$ cat config.mk
export PLATFORM = sky130hd
export DESIGN_NAME = spi_regbus_master
export DESIGN_NICKNAME = d
export VERILOG_FILES = /design/src/rtl/spim_pkg.sv /design/src/rtl/spim_regs.sv /design/src/rtl/spim_cellclk.sv /design/src/rtl/spim_engine.sv /design/src/rtl/spi_regbus_master.sv
export SDC_FILE = /design/constraint.sdc
export NUM_CORES = 2
export LEC_CHECK = 0
export ABC_AREA = 0
export BUFFER_PORTS_ARGS = -buffer_cell sky130_fd_sc_hd__buf_2
export CAP_MARGIN = 20
export CORE_MARGIN = 3
export CORE_UTILIZATION = 60
export CTS_CLUSTER_SIZE = 40
export DETAILED_ROUTE_END_ITERATION = 8
export PLACE_DENSITY = 0.76
export RECOVER_POWER = 25
export SLEW_MARGIN = 20
export SYNTH_ARGS = -nofsm -noshare
export SYNTH_HDL_FRONTEND = slang
export SYNTH_SLANG_ARGS = --single-unit
$ cat constraint.sdc
create_clock -name clk -period 6.1 [get_ports clk]
set_input_delay 0 -clock clk [delete_from_list [all_inputs] [get_ports clk]]
set_output_delay 0 -clock clk [all_outputs]
set_load 0.1 [all_outputs]
$ cat src/rtl/spim_pkg.sv
// Package: register offsets, field positions and shared types of the SPI master.
// Assumes a byte-addressed register bus with word-aligned 32-bit registers.
package spim_pkg;

    localparam int unsigned OFF_CTRL   = 'h00;
    localparam int unsigned OFF_OPCODE = 'h04;
    localparam int unsigned OFF_DATA0  = 'h08;
    localparam int unsigned OFF_MASTER = 'h28;
    localparam int unsigned OFF_COUNT  = 'h2C;
    localparam int unsigned OFF_CSPOL  = 'h38;

    localparam int unsigned START_BIT  = 8;
    localparam int unsigned BUSY_BIT   = 16;
    localparam int unsigned LSB_BIT    = 3;
    localparam int unsigned CPOL_BIT   = 4;
    localparam int unsigned CPHA_BIT   = 5;
    localparam int unsigned DUPLEX_BIT = 10;
    localparam int unsigned DIV_LSB    = 16;
    localparam int unsigned DIV_W      = 12;

    localparam int unsigned CMDB_LSB   = 24;
    localparam int unsigned CMDB_W     = 6;
    localparam int unsigned RXB_LSB    = 12;
    localparam int unsigned RXB_W      = 9;
    localparam int unsigned TXB_LSB    = 0;
    localparam int unsigned TXB_W      = 9;

    // Line settings taken from the configuration register.
    typedef struct packed {
        logic [DIV_W-1:0] div_m2;
        logic             full;
        logic             cpha;
        logic             cpol;
        logic             lsb;
    } line_cfg_t;

    // Phase lengths taken from the count register.
    typedef struct packed {
        logic [CMDB_W-1:0] cmd;
        logic [RXB_W-1:0]  rx;
        logic [TXB_W-1:0]  tx;
    } phase_len_t;

endpackage

$ cat src/rtl/spim_regs.sv
// Register file of the SPI master: configuration, counts, command word,
// transmit buffer and chip-select enables, plus the read mux.
// Assumes word-aligned accesses; every write is dropped while busy is high.
module spim_regs
    import spim_pkg::*;
#(
    parameter int unsigned NCS        = 2,
    parameter int unsigned DATA_WORDS = 8,
    parameter int unsigned ADDR_W     = 6
) (
    input  logic                     clk,
    input  logic                     rst_n,
    input  logic                     bus_we,
    input  logic [ADDR_W-1:0]        bus_addr,
    input  logic [31:0]              bus_wdata,
    output logic [31:0]              bus_rdata,
    input  logic                     busy,
    input  logic [DATA_WORDS*32-1:0] rx_view,
    output line_cfg_t                cfg_q,
    output phase_len_t               len_q,
    output logic [31:0]              cmd_q,
    output logic [DATA_WORDS*32-1:0] tx_q,
    output logic [NCS-1:0]           cs_en_q,
    output logic                     start
);

    localparam int unsigned DATA_END = OFF_DATA0 + 4 * DATA_WORDS;

    logic              wr_ok;
    logic              in_data;
    logic [ADDR_W-1:0] data_off;

    assign wr_ok = bus_we && !busy;
    assign start = wr_ok && (bus_addr == ADDR_W'(OFF_CTRL)) && bus_wdata[START_BIT];

    // Configuration register: divisor, duplex, clock mode, bit order.
    always_ff @(posedge clk) begin
        if (!rst_n) begin
            cfg_q <= '0;
        end else if (wr_ok && bus_addr == ADDR_W'(OFF_MASTER)) begin
            cfg_q.div_m2 <= bus_wdata[DIV_LSB +: DIV_W];
            cfg_q.full   <= bus_wdata[DUPLEX_BIT];
            cfg_q.cpha   <= bus_wdata[CPHA_BIT];
            cfg_q.cpol   <= bus_wdata[CPOL_BIT];
            cfg_q.lsb    <= bus_wdata[LSB_BIT];
        end
    end

    // Count register: bit lengths of the three phases.
    always_ff @(posedge clk) begin
        if (!rst_n) begin
            len_q <= '0;
        end else if (wr_ok && bus_addr == ADDR_W'(OFF_COUNT)) begin
            len_q.cmd <= bus_wdata[CMDB_LSB +: CMDB_W];
            len_q.rx  <= bus_wdata[RXB_LSB +: RXB_W];
            len_q.tx  <= bus_wdata[TXB_LSB +: TXB_W];
        end
    end

    // Command word and chip-select enables.
    always_ff @(posedge clk) begin
        if (!rst_n) begin
            cmd_q   <= '0;
            cs_en_q <= '0;
        end else if (wr_ok) begin
            if (bus_addr == ADDR_W'(OFF_OPCODE)) cmd_q   <= bus_wdata;
            if (bus_addr == ADDR_W'(OFF_CSPOL))  cs_en_q <= bus_wdata[NCS-1:0];
        end
    end

    // One transmit word per data offset.
    for (genvar w = 0; w < DATA_WORDS; w++) begin : g_txw
        always_ff @(posedge clk) begin
            if (!rst_n) begin
                tx_q[w*32 +: 32] <= '0;
            end else if (wr_ok && bus_addr == ADDR_W'(OFF_DATA0 + 4 * w)) begin
                tx_q[w*32 +: 32] <= bus_wdata;
            end
        end
    end

    assign data_off = bus_addr - ADDR_W'(OFF_DATA0);
    assign in_data  = (bus_addr >= ADDR_W'(OFF_DATA0)) && (int'(bus_addr) < int'(DATA_END))
                      && (bus_addr[1:0] == 2'b00);

    // Read mux: busy flag, stored fields, last completed receive data.
    always_comb begin
        bus_rdata = '0;
        if (bus_addr == ADDR_W'(OFF_CTRL)) begin
            bus_rdata[BUSY_BIT] = busy;
        end else if (bus_addr == ADDR_W'(OFF_OPCODE)) begin
            bus_rdata = cmd_q;
        end else if (bus_addr == ADDR_W'(OFF_MASTER)) begin
            bus_rdata[DIV_LSB +: DIV_W] = cfg_q.div_m2;
            bus_rdata[DUPLEX_BIT]       = cfg_q.full;
            bus_rdata[CPHA_BIT]         = cfg_q.cpha;
            bus_rdata[CPOL_BIT]         = cfg_q.cpol;
            bus_rdata[LSB_BIT]          = cfg_q.lsb;
        end else if (bus_addr == ADDR_W'(OFF_COUNT)) begin
            bus_rdata[CMDB_LSB +: CMDB_W] = len_q.cmd;
            bus_rdata[RXB_LSB +: RXB_W]   = len_q.rx;
            bus_rdata[TXB_LSB +: TXB_W]   = len_q.tx;
        end else if (bus_addr == ADDR_W'(OFF_CSPOL)) begin
            bus_rdata[NCS-1:0] = cs_en_q;
        end else if (in_data) begin
            bus_rdata = rx_view[int'(data_off[ADDR_W-1:2]) * 32 +: 32];
        end
    end

    AST_CFG_FROZEN: assert property (@(posedge clk) disable iff (!rst_n)
        (busy && $past(busy)) |-> ($stable(cfg_q) && $stable(len_q) && $stable(tx_q)));

endmodule

$ cat src/rtl/spim_cellclk.sv
// Bit-cell timer: counts D = div_m2 + 2 system cycles per bit and flags the
// cell end and the mid-cell edge. A first half at low level gets ceil(D/2).
// Assumes div_m2 is stable while en is high.
module spim_cellclk #(
    parameter int unsigned DIV_W = 12
) (
    input  logic             clk,
    input  logic             rst_n,
    input  logic             en,
    input  logic [DIV_W-1:0] div_m2,
    input  logic             lead_lvl,
    output logic             cell_end,
    output logic             mid_pulse,
    output logic             in_first
);

    localparam int unsigned CW = DIV_W + 1;

    logic [CW-1:0] dv;
    logic [CW-1:0] h1;
    logic [CW-1:0] cnt;

    assign dv        = CW'(div_m2) + CW'(2);
    assign h1        = lead_lvl ? (dv >> 1) : ((dv + CW'(1)) >> 1);
    assign cell_end  = en && (cnt == dv - CW'(1));
    assign mid_pulse = en && (cnt == h1);
    assign in_first  = cnt < h1;

    // Cycle counter within a bit cell, held at zero when idle.
    always_ff @(posedge clk) begin
        if (!rst_n || !en || cell_end) cnt <= '0;
        else                           cnt <= cnt + CW'(1);
    end

    AST_CELL_RANGE: assert property (@(posedge clk) disable iff (!rst_n)
        en |-> (cnt < dv));

endmodule

$ cat src/rtl/spim_engine.sv
// Transaction engine: walks command, payload and receive bits, drives SCLK
// and MOSI, captures MISO at mid-cell and publishes the receive buffer at the
// end. Assumes the configuration and counts do not change while busy.
module spim_engine
    import spim_pkg::*;
#(
    parameter int unsigned BUF_BITS = 256,
    parameter int unsigned CMD_MAX  = 32
) (
    input  logic                clk,
    input  logic                rst_n,
    input  logic                start,
    input  line_cfg_t           cfg,
    input  phase_len_t          len,
    input  logic [31:0]         cmd,
    input  logic [BUF_BITS-1:0] tx_bits,
    input  logic                miso,
    output logic                busy,
    output logic                sclk,
    output logic                mosi,
    output logic [BUF_BITS-1:0] rx_view
);

    localparam int unsigned IDX_W = $clog2(BUF_BITS);
    localparam int unsigned K_W   = IDX_W + 3;

    typedef enum logic [1:0] {ST_IDLE, ST_SHIFT, ST_TAIL} eng_state_t;

    eng_state_t          st;
    logic [K_W-1:0]      k;
    logic [K_W-1:0]      cmd_e, tx_e, rx_e, total;
    logic [K_W-1:0]      q_tx, q_rx, ci;
    logic                in_cmd, in_tx, in_rx;
    logic                lead;
    logic                cell_end, mid_pulse, in_first;
    logic                cap_en;
    logic [IDX_W-1:0]    cap_idx;
    logic [BUF_BITS-1:0] rx_work;

    function automatic logic [IDX_W-1:0] bit_pos(input logic [K_W-1:0] q, input logic lsb);
        bit_pos = {q[IDX_W-1:3], lsb ? q[2:0] : ~q[2:0]};
    endfunction

    // Phase lengths clamped to the storage behind them.
    always_comb begin
        cmd_e = (K_W'(len.cmd) > K_W'(CMD_MAX))  ? K_W'(CMD_MAX)  : K_W'(len.cmd);
        tx_e  = (K_W'(len.tx)  > K_W'(BUF_BITS)) ? K_W'(BUF_BITS) : K_W'(len.tx);
        rx_e  = (K_W'(len.rx)  > K_W'(BUF_BITS)) ? K_W'(BUF_BITS) : K_W'(len.rx);
        total = cmd_e + tx_e + (cfg.full ? '0 : rx_e);
    end

    // Phase decode of the current bit.
    always_comb begin
        in_cmd = k < cmd_e;
        q_tx   = k - cmd_e;
        in_tx  = !in_cmd && (q_tx < tx_e);
        q_rx   = q_tx - tx_e;
        in_rx  = !in_cmd && !in_tx;
        ci     = cfg.lsb ? (cmd_e - K_W'(8) - {k[K_W-1:3], 3'b000} + K_W'(k[2:0]))
                         : (cmd_e - K_W'(1) - k);
    end

    assign lead = cfg.cpol ^ cfg.cpha;
    assign busy = (st != ST_IDLE);

    spim_cellclk #(.DIV_W(DIV_W)) u_cellclk (
        .clk       (clk),
        .rst_n     (rst_n),
        .en        (busy),
        .div_m2    (cfg.div_m2),
        .lead_lvl  (lead),
        .cell_end  (cell_end),
        .mid_pulse (mid_pulse),
        .in_first  (in_first)
    );

    // Sequencer: idle, shifting bit cells, one trailing cell before release.
    always_ff @(posedge clk) begin
        if (!rst_n) begin
            st <= ST_IDLE;
            k  <= '0;
        end else begin
            case (st)
                ST_IDLE: if (start) begin
                    st <= (total == '0) ? ST_TAIL : ST_SHIFT;
                    k  <= '0;
                end
                ST_SHIFT: if (cell_end) begin
                    if (k == total - K_W'(1)) st <= ST_TAIL;
                    else                      k  <= k + K_W'(1);
                end
                ST_TAIL: if (cell_end) st <= ST_IDLE;
                default: st <= ST_IDLE;
            endcase
        end
    end

    // Serial outputs: data held for a whole cell, clock idles at CPOL.
    always_comb begin
        mosi = 1'b0;
        if (st == ST_SHIFT) begin
            if (in_cmd)     mosi = cmd[ci[4:0]];
            else if (in_tx) mosi = tx_bits[bit_pos(q_tx, cfg.lsb)];
        end
        sclk = (st == ST_SHIFT) ? (in_first ? lead : !lead) : cfg.cpol;
    end

    assign cap_en  = (st == ST_SHIFT) && mid_pulse && (cfg.full ? in_tx : in_rx);
    assign cap_idx = cfg.full ? bit_pos(q_tx, cfg.lsb) : bit_pos(q_rx, cfg.lsb);

    // Receive capture into the work buffer, published when the frame ends.
    always_ff @(posedge clk) begin
        if (!rst_n) begin
            rx_work <= '0;
            rx_view <= '0;
        end else begin
            if (st == ST_IDLE && start) rx_work <= '0;
            else if (cap_en)            rx_work[cap_idx] <= miso;
            if (st == ST_TAIL && cell_end) rx_view <= rx_work;
        end
    end

    AST_MOSI_HOLD: assert property (@(posedge clk) disable iff (!rst_n)
        (st == ST_SHIFT && $past(st == ST_SHIFT) && !$past(cell_end)) |-> $stable(mosi));

    AST_VIEW_HOLD: assert property (@(posedge clk) disable iff (!rst_n)
        (busy && $past(busy)) |-> $stable(rx_view));

    AST_BIT_LIMIT: assert property (@(posedge clk) disable iff (!rst_n)
        (st == ST_SHIFT) |-> (k < total));

endmodule

$ cat src/rtl/spi_regbus_master.sv
// Top of the register-programmed SPI master: register file, transaction
// engine and one active-low select per enable bit, low while busy.
// Assumes a single-master register bus with one-cycle writes.
module spi_regbus_master
    import spim_pkg::*;
#(
    parameter int unsigned NCS        = 2,
    parameter int unsigned DATA_WORDS = 8,
    parameter int unsigned ADDR_W     = 6
) (
    input  logic              clk,
    input  logic              rst_n,
    input  logic              bus_we,
    input  logic [ADDR_W-1:0] bus_addr,
    input  logic [31:0]       bus_wdata,
    output logic [31:0]       bus_rdata,
    output logic              sclk,
    output logic              mosi,
    input  logic              miso,
    output logic [NCS-1:0]    cs_n
);

    localparam int unsigned BUF_BITS = DATA_WORDS * 32;

    line_cfg_t           cfg_q;
    phase_len_t          len_q;
    logic [31:0]         cmd_q;
    logic [BUF_BITS-1:0] tx_q;
    logic [BUF_BITS-1:0] rx_view;
    logic [NCS-1:0]      cs_en_q;
    logic                start;
    logic                busy;

    spim_regs #(.NCS(NCS), .DATA_WORDS(DATA_WORDS), .ADDR_W(ADDR_W)) u_regs (
        .clk       (clk),
        .rst_n     (rst_n),
        .bus_we    (bus_we),
        .bus_addr  (bus_addr),
        .bus_wdata (bus_wdata),
        .bus_rdata (bus_rdata),
        .busy      (busy),
        .rx_view   (rx_view),
        .cfg_q     (cfg_q),
        .len_q     (len_q),
        .cmd_q     (cmd_q),
        .tx_q      (tx_q),
        .cs_en_q   (cs_en_q),
        .start     (start)
    );

    spim_engine #(.BUF_BITS(BUF_BITS)) u_engine (
        .clk     (clk),
        .rst_n   (rst_n),
        .start   (start),
        .cfg     (cfg_q),
        .len     (len_q),
        .cmd     (cmd_q),
        .tx_bits (tx_q),
        .miso    (miso),
        .busy    (busy),
        .sclk    (sclk),
        .mosi    (mosi),
        .rx_view (rx_view)
    );

    // Chip selects framed by the busy window.
    for (genvar i = 0; i < NCS; i++) begin : g_cs
        assign cs_n[i] = !(busy && cs_en_q[i]);
    end

endmodule

==> impl_metrics.tcl <==
set metrics [dict create \
    cts_inserted_buffers 90 \
    worstPathCellList "inv_1 -> nand2_1 -> inv_1 -> fa_1 -> xor2_4 -> buf_4 -> buf_4 -> mux4_2 -> and2_1 -> a211oi_1 -> a31oi_1 -> mux4_2 -> mux2i_1 -> nand2_1 -> o21ai_0 -> o21ai_1 -> buf_2" \
    power.total_mw 12.28 \
    synth_top_area_share_pct 39.69 \
    synth.distinct_cells 82 \
    vdd_drop_max_v 0.0002112 \
    rows 98 \
    totalWireLength_um 124100 \
    dp.final_hpwl_um 76940 \
    avgRoutedWirePerCell_um 21.80 \
    async_flop_share_pct 0 \
    path_class "reg2out" \
    min_period_ps 5855 \
    route.detailed.drc 4 \
    synth-seq-cells 868 \
    cts_max_level 3 \
    synth_edf_count 0 \
    status "finished, violations left" \
    hp-class "in2reg" \
    via_per_inst 6.270 \
    layout.nets 4777 \
    hold_path_depth 5 \
    drtPass1Iterations 9 \
    drive_above_1_share_pct 20.32 \
    first_iter_violations 4174 \
    synth_area_um2 43780 \
    cp_slowest_cell "fa_1" \
    diodes 0 \
    finalMaxSlewViolations 165 \
    grt_pass1_vias 33830 \
    hold_viol 0 \
    antenna_found_initial 1 \
    cp_max_fo 14 \
    insertion_delay_ps 670 \
    synthCells 4800 \
    die_area_um2 76240 \
    reg2reg_depth 17 \
    clock_skew_ps 45.22 \
    critPathMaxStageDelay_ps 790 \
    clkSinkCount 868 \
    core_um2 71850 \
    post-route-period-util_pct 95.99 \
    cp_data_required_time_ps 6100 \
    die_w_um 276.1 \
    end_kind "output port" \
    setup_violations 0 \
    yosys_most_used_dff "dfxtp_1" \
    area_delta_synth_final_pct 9.529 \
    worst_slack_ps 244.9 \
    failed_checks "DRC, capacitance limit, slew limit" \
    grt_overflow 0 \
    vias 35690 \
    tightest_slew_ps 1871 \
    power_per_cell_area_nw_per_um2 256.1 \
    critPathLaunchType "register" \
    ant_nets 0 \
    total_leakage_power_nw 16.30 \
    ys_seq_area_share_pct 39.69 \
    grt_pass1_wl_um 194500 \
    start_util_pct 60.92 \
    max-clock-path-buffers 3 \
    post_cts_resized 0 \
    fin_tns_setup_ps 0 \
    synth_nets 4910 \
    clockRootBuffer "clkbuf_16" \
    cap_violations 5 \
    grt_use_total_pct 31.47 \
    rsz0062_at_grt "no" \
    holdWs_ps 62.08 \
    cts_tree "built" \
    grt_start_max_net_pins 243 \
    die_y_um 276.1 \
    final_util_pct 66.73 \
    avgSynthCellArea_um2 9.120 \
    slew_headroom_pct -24.72 \
    path_clk_slew_ps 60 \
    yosys_warnings 0 \
    max_freq_mhz 170.8 \
    synthTopCellsByArea "dfxtp_1, nand2_1, mux4_2" \
    pre_cts_ws_ps 533.9 \
    io_buffers 77 \
    gp_congestion 0.9328 \
    synth.largest_area_cell "dfxtp_1" \
    ios 78 \
    arrival_ps 5860 \
]
[state kept, by name (all words and copies together) (netlist names)]
name                    cells
u_engine.rx_view          256
u_regs.cmd_q               32
u_engine.u_cellclk.cnt     13
u_engine.st                 2
u_regs.cfg_q               16
u_regs.len_q               24
u_regs.cs_en_q              2
u_engine.rx_work          256
u_engine.k                 11
u_regs.tx_q               256
[timing repair]
action                     in CTS  in global routing
buffers inserted                0                  0
hold endpoints to repair      360                  0
setup endpoints to repair       0                  0
hold buffers                   36                  0
[synth_stat cells, drive strengths merged, types with 17 or more instances]
library cell,n
a211oi,18
a21boi,590
a21oi,47
a222oi,27
and2,37
and3,17
buf,101
clkbuf,325
dfxtp,868
ha,64
inv,57
mux2,34
mux2i,94
mux4,141
nand2,1403
nand2b,17
nand3,88
nand4,18
nor2,96
nor2b,22
nor3,38
nor4,18
o211ai,202
o21ai,38
o31ai,197
xnor2,51
xor2,33
[routing by layer]
layer / vias to the layer above / track usage [%] / routed length (µm)
met5: - / 0 / 13
met3: 307 / 5.590 / 10850
met1: 17280 / 42.46 / 51040
met4: 2 / 13.53 / 5568
li1: 16540 / - / -
met2: 1567 / 49.81 / 56640
[cells in the final DEF, fill, tap and decap left out, types with 35 or more instances in the layout]
| master | count |
|---|---|
| nand2_1 | 1201 |
| dfxtp_1 | 868 |
| a21boi_0 | 350 |
| o211ai_1 | 202 |
| nand2_2 | 201 |
| a21boi_2 | 200 |
| o31ai_1 | 197 |
| mux4_2 | 141 |
| mux2i_1 | 94 |
| clkbuf_16 | 90 |
| nor2_1 | 87 |
| buf_2 | 72 |
| buf_4 | 67 |
| ha_1 | 63 |
| inv_1 | 57 |
| nand3_1 | 57 |
| a21oi_1 | 47 |
| xnor2_1 | 47 |
| a21boi_1 | 40 |
| dlygate4sd3_1 | 36 |
| nor3_1 | 35 |
[cell type report]
cell class,count,area (µm²)
clock inverter,40,654.4
sequential,868,17380
inverter,60,225.2
multi-input combinational,3446,24270
clock buffer,128,2615
tap,950,1189
fill,5707,23910
timing repair buffer,201,1617
[worst max-delay path: cells and delay by family, from the launching register on]
kind                       cells  cell delay [ps]
AOI/OAI and AO/OA              4              600
DFF                            1              460
buffers and inverters          5             1150
xor gates and xnor gates       1              590
and+or+nand+nor                3              470
adders and majority gates      1              790
muxes                          3             1110
[cell families (layout without fill, tap and decap cells)]
kind of cell,Yosys count,after routing,share of synthesized area (%)
multiplexers,269,269,10.28
flip-flops,868,868,39.69
buffers and inverters,486,429,5.265
AND/OR/NAND/NOR,1817,1817,18.74
AO/OA/AOI/OAI,1206,1206,22.21
XOR/XNOR,86,86,1.801
adder cells (fa/ha/maj),68,68,2.012
[final timing paths]
check / endpoint / start / slack [ps]
max: mosi / u_regs.len_q[23]$_SDFFE_PN0P_ / 240
max reg2reg: u_engine.rx_work[6]$_SDFFE_PP0P_ / u_regs.cfg_q[6]$_SDFFE_PN0P_ / 430
min reg2reg: u_engine.rx_view[165]$_SDFFE_PN0P_ / u_engine.rx_view[165]$_SDFFE_PN0P_ / 450
min: u_regs.tx_q[62]$_SDFFE_PN0P_ / bus_addr[5] / 60
[metrics by stage]
step / instance area [µm²] / instances
6_report: 47950 / 5693
5_1_grt: 47950 / 5693
3_5_place_dp: 44340 / 5489
2_1_floorplan: 43780 / 4800
4_1_cts: 47970 / 5693
3_3_place_gp: 44330 / 5488
[report_power, final]
part	total, mW	switching (mW)	internal, mW
combinational	0.608	0.428	0.180
sequential	5.68	0.00638	5.68
clock	5.99	2.42	3.57
(Power assumes the default switching activity.)
